===== config.mk =====
export PLATFORM = sky130hd
export DESIGN_NAME = eq_dir_ctrl
export DESIGN_NICKNAME = d
export VERILOG_FILES = /design/src/rtl/eq_dir_ctrl.sv
export SDC_FILE = /design/constraint.sdc
export NUM_CORES = 1
export LEC_CHECK = 0
export ABC_CLOCK_PERIOD_IN_PS = 3540
export CORE_MARGIN = 2
export CORE_UTILIZATION = 38
export DETAILED_ROUTE_END_ITERATION = 6
export PLACE_DENSITY = 0.64
export SKIP_LAST_GASP = 1
export SLEW_MARGIN = 25
export SYNTH_ARGS = -nofsm -noshare
export SYNTH_HDL_FRONTEND = slang
export SYNTH_SLANG_ARGS = --single-unit

===== constraint.sdc =====
create_clock -name clk -period 3.54 [get_ports clk]
set_input_delay 0.708 -clock clk [delete_from_list [all_inputs] [get_ports clk]]
set_output_delay 0.708 -clock clk [all_outputs]
set_load 0.01 [all_outputs]

===== src/rtl/eq_dir_ctrl.sv =====
module eq_dir_ctrl #(
  parameter int DW    = 16,
  parameter int CW    = 16,
  parameter int AW    = 16,
  parameter int MAXN  = 8,
  parameter int FRAME = 4,
  localparam int OW   = $clog2(MAXN + 1),
  localparam int CIW  = $clog2(MAXN),
  localparam int HL   = MAXN - 1,
  localparam int WL   = HL + FRAME
) (
  input  logic                clk,
  input  logic                rst_n,
  input  logic                cmd_valid,
  output logic                cmd_ready,
  input  logic [2:0]          cmd_op,
  input  logic [AW-1:0]       cmd_arg,
  output logic                cmd_err,
  input  logic                cf_valid,
  input  logic [CW-1:0]       cf_data,
  input  logic                tx_req,
  input  logic [FRAME*DW-1:0] tx_in,
  input  logic                rx_req,
  input  logic [FRAME*DW-1:0] rx_in,
  output logic                tx_done,
  output logic                rx_done,
  output logic [FRAME*DW-1:0] fr_out,
  output logic                eng_start,
  output logic [OW-1:0]       eng_ord,
  output logic [WL*DW-1:0]    eng_win,
  output logic [MAXN*CW-1:0]  eng_coef,
  input  logic                eng_done,
  input  logic [FRAME*DW-1:0] eng_out
);

  typedef enum logic [1:0] {S_IDLE, S_LOAD, S_RUN, S_FIN} st_t;

  st_t                st;
  logic               en_q  [2];
  logic [OW-1:0]      ord_q [2];
  logic [OW-1:0]      rq_q  [2];
  logic [CW-1:0]      cf_q  [2][MAXN];
  logic [DW-1:0]      hs_q  [2][HL];
  logic [DW-1:0]      frm_q [FRAME];
  logic               dir_q, ld_dir, start_q, err_q;
  logic [CIW-1:0]     ld_idx;
  logic [OW-1:0]      ld_end;
  logic [FRAME*DW-1:0] out_q;

  wire idle   = (st == S_IDLE);
  wire launch = idle && (tx_req || rx_req);
  wire ldir   = !tx_req;
  wire [FRAME*DW-1:0] lin = tx_req ? tx_in : rx_in;
  wire lfilt  = en_q[ldir] && (ord_q[ldir] != '0);
  wire cd     = cmd_op[0];

  assign cmd_ready = idle && !tx_req && !rx_req;
  wire acc = cmd_valid && cmd_ready;

  logic bad;
  always_comb begin
    case (cmd_op[2:1])
      2'd0:    bad = cmd_arg > AW'(1);
      2'd1:    bad = cmd_arg > AW'(MAXN);
      2'd2:    bad = cmd_arg != AW'({rq_q[cd], 1'b0});
      default: bad = 1'b1;
    endcase
  end

  always_ff @(posedge clk or negedge rst_n) begin
    if (!rst_n) begin
      st <= S_IDLE;
      dir_q <= 1'b0;
      ld_dir <= 1'b0;
      ld_idx <= '0;
      ld_end <= '0;
      start_q <= 1'b0;
      err_q <= 1'b0;
      out_q <= '0;
      for (int f = 0; f < FRAME; f++) frm_q[f] <= '0;
      for (int d = 0; d < 2; d++) begin
        en_q[d] <= 1'b0;
        ord_q[d] <= '0;
        rq_q[d] <= '0;
        for (int i = 0; i < MAXN; i++) cf_q[d][i] <= '0;
        for (int a = 0; a < HL; a++) hs_q[d][a] <= '0;
      end
    end else begin
      start_q <= 1'b0;
      err_q <= 1'b0;
      case (st)
        S_IDLE: begin
          if (launch) begin
            dir_q <= ldir;
            for (int f = 0; f < FRAME; f++) frm_q[f] <= lin[f*DW +: DW];
            if (lfilt) begin
              st <= S_RUN;
              start_q <= 1'b1;
            end else begin
              out_q <= lin;
              st <= S_FIN;
            end
          end else if (acc) begin
            if (bad) begin
              err_q <= 1'b1;
            end else begin
              case (cmd_op[2:1])
                2'd0: en_q[cd] <= cmd_arg[0];
                2'd1: begin
                  ord_q[cd] <= OW'(cmd_arg) + OW'(cmd_arg[0]);
                  rq_q[cd] <= OW'(cmd_arg);
                  for (int a = 0; a < HL; a++) hs_q[cd][a] <= '0;
                end
                default: begin
                  if (rq_q[cd][0]) cf_q[cd][CIW'(rq_q[cd])] <= '0;
                  ld_dir <= cd;
                  ld_idx <= '0;
                  ld_end <= rq_q[cd];
                  if (rq_q[cd] != '0) st <= S_LOAD;
                end
              endcase
            end
          end
        end
        S_LOAD: begin
          if (cf_valid) begin
            cf_q[ld_dir][ld_idx] <= cf_data;
            ld_idx <= ld_idx + CIW'(1);
            if ((OW'(ld_idx) + OW'(1)) == ld_end) st <= S_IDLE;
          end
        end
        S_RUN: begin
          if (eng_done) begin
            out_q <= eng_out;
            for (int a = 0; a < HL; a++) begin
              if (a < FRAME) hs_q[dir_q][a] <= frm_q[(a < FRAME) ? FRAME-1-a : 0];
              else           hs_q[dir_q][a] <= hs_q[dir_q][(a >= FRAME) ? a-FRAME : 0];
            end
            st <= S_FIN;
          end
        end
        default: st <= S_IDLE;
      endcase
    end
  end

  always_comb begin
    for (int j = 0; j < WL; j++) begin
      if (j >= HL)
        eng_win[j*DW +: DW] = frm_q[(j >= HL) ? j-HL : 0];
      else if ((HL-1-j) < int'(ord_q[dir_q]) - 1)
        eng_win[j*DW +: DW] = hs_q[dir_q][(j < HL) ? HL-1-j : 0];
      else
        eng_win[j*DW +: DW] = '0;
    end
    for (int i = 0; i < MAXN; i++)
      eng_coef[i*CW +: CW] = (i < int'(ord_q[dir_q])) ? cf_q[dir_q][i] : '0;
  end

  assign eng_ord   = ord_q[dir_q];
  assign eng_start = start_q;
  assign cmd_err   = err_q;
  assign fr_out    = out_q;
  assign tx_done   = (st == S_FIN) && !dir_q;
  assign rx_done   = (st == S_FIN) && dir_q;

endmodule


==> results of run 1 <==
synth_stat cells (all sizes together), types with 3 or more instances:
cell type	count
nor4	9
a22oi	352
clkbuf	165
a21oi	138
mux2i	314
ha	7
buf	84
mux2	18
o2bb2ai	48
o311ai	3
nor4b	3
nor3b	3
nor3	12
a21o	4
nand4	3
dfrtp	637
o21ai	502
o21ba	3
and3	3
nand2	180
or4	4
inv	368
o21a	3
nor2b	4
xor2	6
o22a	4
nand2b	10
nor2	410
nand3	5
xnor2	4
path summary, 6_finish.rpt:
check	endpoint	slack [ns]	cells past startpoint
max reg2reg	hs_q[187]	0.76	7
max	eng_coef[107]	-0.10	7
max in group asynchronous	cf_q[70]	2.46	2
min in group clk	fr_out[24]	0.47	2
min reg2reg	fr_out[24]	0.47	2
min	cf_q[19]	0.07	1
metal layers:
layer	up-vias	track usage
met5	-	0
met4	2	0.109
met3	213	0.0540
met2	1106	0.419
met1	13500	0.348
li1	12600	-
cell type report:
cell class                 instances  share of cell area
antenna                            4            0.000241
clock buffer                     104              0.0496
clock inverter                    16             0.00508
inverter                         368              0.0332
multi-input combinational       2080               0.313
sequential                       637               0.383
tap                             1060              0.0319
timing repair buffer             726               0.184
worst reg2reg max path, delay by kind of cell (launching register included):
family	cells	cell delay, ns
AOI/OAI and AO/OA	3	0.87
buffers and inverters	3	1.21
DFF	1	0.46
and+or+nand+nor	1	0.17
sequential cells by signal (all words and copies together), names as in the netlist, 3 cells and up:
register,cells
ld_idx,3
eng_win,64
hs_q,224
rq_q,8
ld_end,4
fr_out,64
ord_q,6
cf_q,256
logic make-up after synthesis:
family	after synthesis
AOI/OAI and AO/OA	1074
and+or+nand+nor	656
DFF	637
buffers and inverters	617
muxes	332
xor gates and xnor gates	10
adders and majority gates	7
other	1
layout by cell type, fill, tap and decap left out, drive strengths merged, types with 5 or more instances in the layout:
master | Yosys | final
dfrtp | 637 | 637
clkinv | 0 | 7
nor2 | 410 | 410
inv | 368 | 374
clkdlybuf4s15 | 0 | 7
nand2 | 180 | 180
clkbuf | 165 | 118
nand2b | 10 | 10
o2bb2ai | 48 | 48
a22oi | 352 | 352
xor2 | 6 | 6
bufbuf | 0 | 5
ha | 7 | 7
mux2 | 18 | 18
nand3 | 5 | 5
dlymetal6s2s | 0 | 39
nor3 | 12 | 12
o21ai | 502 | 502
clkdlybuf4s50 | 0 | 497
dlygate4sd2 | 0 | 53
a21oi | 138 | 138
buf | 84 | 111
nor4 | 9 | 9
mux2i | 314 | 314
power groups by stage:
| stage | Combinational, mW | Clock [mW] | Sequential, mW |
|---|---|---|---|
| final | 13.4 | 7.39 | 11.1 |
| after global routing | 14.6 | 7.78 | 11.4 |
| after CTS | 13.4 | 7.50 | 11.1 |
| after detailed placement | 13.2 | 0 | 11.2 |
| after global placement | 13.1 | 0 | 11.1 |
| after floorplan | 6.83 | 0 | 10.9 |
stage by stage:
step / TNS, ns / util / power, mW / hold WS [ns]
after floorplan: 0 / - / 17.7 / 0.412
after global placement: 0 / 0.480 / 24.2 / 0.460
after detailed placement: -0.0239 / 0.480 / 24.4 / 0.469
after CTS: -4.77 / 0.511 / 31.9 / 0.0849
after global routing: -8.12 / 0.515 / 33.8 / 0.0961
final: -1.24 / 0.515 / 32.0 / 0.0683
repair_timing:
| item | 4_1_cts | 5_1_grt |
|---|---|---|
| pin swaps | 1 | 0 |
| hold buffers | 0 | 0 |
| gates resized for setup | 122 | 77 |
| endpoints found under the setup margin | 218 | 157 |
| setup buffers | 4 | 4 |
| gates cloned | 5 | 3 |
==> qor.tcl, run 1 <==
set qor(place_ws_ns) -0.0239
set qor(static_leak_nw) 21.7
set qor(wire_length_of_the_first_global_routing_pass_mm) 172
set qor(drtIter0Drc) 2335
set qor(floorplan.rows) 104
set qor(clock_tree.root_cell) {sky130_fd_sc_hd__clkbuf_16}
set qor(transition_time_at_the_pin_with_the_least_slew_margin_ns) 0.970
set qor(min_period_ns) 3.64
set qor(antenna_violations_before_repair) 10
set qor(synth_async_sr_flop_share) 1.00
set qor(syn-mean-instance-area_sq_um) 9.33
set qor(drt.antenna.violating_nets) 0
set qor(path_class) {flop to output port}
set qor(synth.largest_area_cell) {sky130_fd_sc_hd__dfrtp_1}
set qor(highest_layer_used_for_signal_routing) {met5}
set qor(report.final.setup_viol) 33
set qor(port-buffer-count) 609
set qor(rsz0062_at_grt) {true}
set qor(post-synth-top-area-fraction) 0.512
set qor(grt_use_total) 0.262
set qor(synth.area.mux_share) 0.108
set qor(peakVddDrop_mv) 0.614
set qor(synth-seq-area-share) 0.512
set qor(synth_warn) 0
set qor(timing.critical_path.buf_inv) 5
set qor(clock_tree.htree_level_count) 3
set qor(clk_latency_ns) 0.62
set qor(placed_cells_incl_taps) 4855
set qor(synth_fa_ha_area_frac) 0.00281
set qor(critical_path.endpoint_type) {output port}
set qor(syn_to_final_growth_pct) 33.6
set qor(seqPwrFrac) 0.348
set qor(post-dp-hpwl_mm) 76.7
set qor(cell_repeated_most_along_the_worst_path) {sky130_fd_sc_hd__buf_4}
set qor(ys.flop_type) {sky130_fd_sc_hd__dfrtp_1}
set qor(total_wirelength_mm) 114
set qor(fp.dieArea_sq_um) 84200
set qor(timing.fmax_ghz) 0.275
set qor(register_area_sq_um) 15900
set qor(yosys.area_share.simple) 0.0867
set qor(synth-edff-count) 0
set qor(syn-num-nets) 3575
set qor(die_width_um) 290
set qor(via_count_of_the_first_global_routing_pass) 26800
set qor(cts.sinks) 637
set qor(syn_inst) 3334
set qor(num-fill-cells) 7285
set qor(timing.final.max_slew_violations) 0
set qor(netSwitchingPower_mw) 12.6
set qor(remaining_drc_errors) 0
set qor(dr_total_vias) 27400
set qor(critPathArrivalTime_ns) 2.93
set qor(clock_path_buffers) 3
set qor(synth-xor-area-share) 0.00281
set qor(distinct_cells_synth) 61
set qor(core_sq_um) 80800
set qor(worst_path_largest_cell_delay_ns) 0.58
set qor(multi_input_area_sq_um) 13000
set qor(failing_checks) {setup timing}
set qor(final_cells) 4995
set qor(detailedRoute.firstPassIterationCount) 6
set qor(clock-skew-final_ns) 0.0227
set qor(timing.hold.worst.class) {input pin to async pin}
set qor(power.internal_mw) 19.4
set qor(cap_viol_max_count) 0
set qor(wire_per_inst_um) 22.9
set qor(worst-endpoint-required_ns) 2.83
set qor(powerDensity_nw_per_um2) 769
set qor(crit_fanout) 19
set qor(crit-reg2reg-launch) {dir_q}
set qor(mappedNetlistArea_sq_um) 31100
set qor(met1_length_mm) 47.8
set qor(max-slew-margin-rel) 0.352
set qor(power.clock.fraction) 0.231
set qor(post_synth_main_area_contributors) {sky130_fd_sc_hd__dfrtp_1, sky130_fd_sc_hd__mux2i_1, sky130_fd_sc_hd__a22oi_1}
set qor(detailroute.wirelength.met3_mm) 8.20
set qor(via_per_inst) 5.48
set qor(floorplan.io_pins) 611
set qor(start_kind) {flop}
set qor(power_switching_share) 0.394
set qor(tritoncts_clock_tree) {done}
set qor(drive_above_1_share) 0.0799
set qor(worst_path_max_delay_cell) {sky130_fd_sc_hd__clkdlybuf4s50_1}
set qor(routabilityCongestion) 0.864
set qor(finalCritPeriodShare) 1.03
set qor(fp.dieH_um) 290
set qor(setup_ws_ns) -0.101
set qor(hold_viol) 0
set qor(finalInstanceArea_sq_um) 41600
set qor(outcome) {finished, violations left}
set qor(placedInstanceArea_sq_um) 38800
set qor(layout.nets) 4126
set qor(grt_max_degree) 130
set qor(numCtsBuffers) 72
set qor(dominant_combinational_cell_family_by_area_after_synthesis) {compound AO/OA/AOI/OAI gates}
set qor(synth.ff_latch_count) 637
set qor(floorplan.initialDensity) 0.385
set qor(met2WireLength_mm) 53.3
set qor(power_frac_comb) 0.421
set qor(worst_path_clk_slew_ns) 0.06
set qor(critPathTopFamily) {buffers and inverters}
set qor(global_route.overflow_total) 0
set qor(share_of_the_synthesized_area_in_compound_gates_ao_oa_aoi_oai) 0.211
set qor(crit_chain) {buf_16 > mux2i_4 > buf_4 > buf_4 > bufbuf_16 > nor2_1 > clkdlybuf4s50_1}
set qor(setup.worst_path.start) {dir_q}
(Power assumes the default switching activity.)
==> inputs of run 2 (changes only) <==
--- a/config.mk
+++ b/config.mk
@@ -6,6 +6,7 @@
 export NUM_CORES = 1
 export LEC_CHECK = 0
 export ABC_CLOCK_PERIOD_IN_PS = 3540
+export CAP_MARGIN = 20
 export CORE_MARGIN = 2
 export CORE_UTILIZATION = 38
 export DETAILED_ROUTE_END_ITERATION = 6
==> results of run 2 <==
No change in the layout: final DEF, timing and power equal those of run 1.
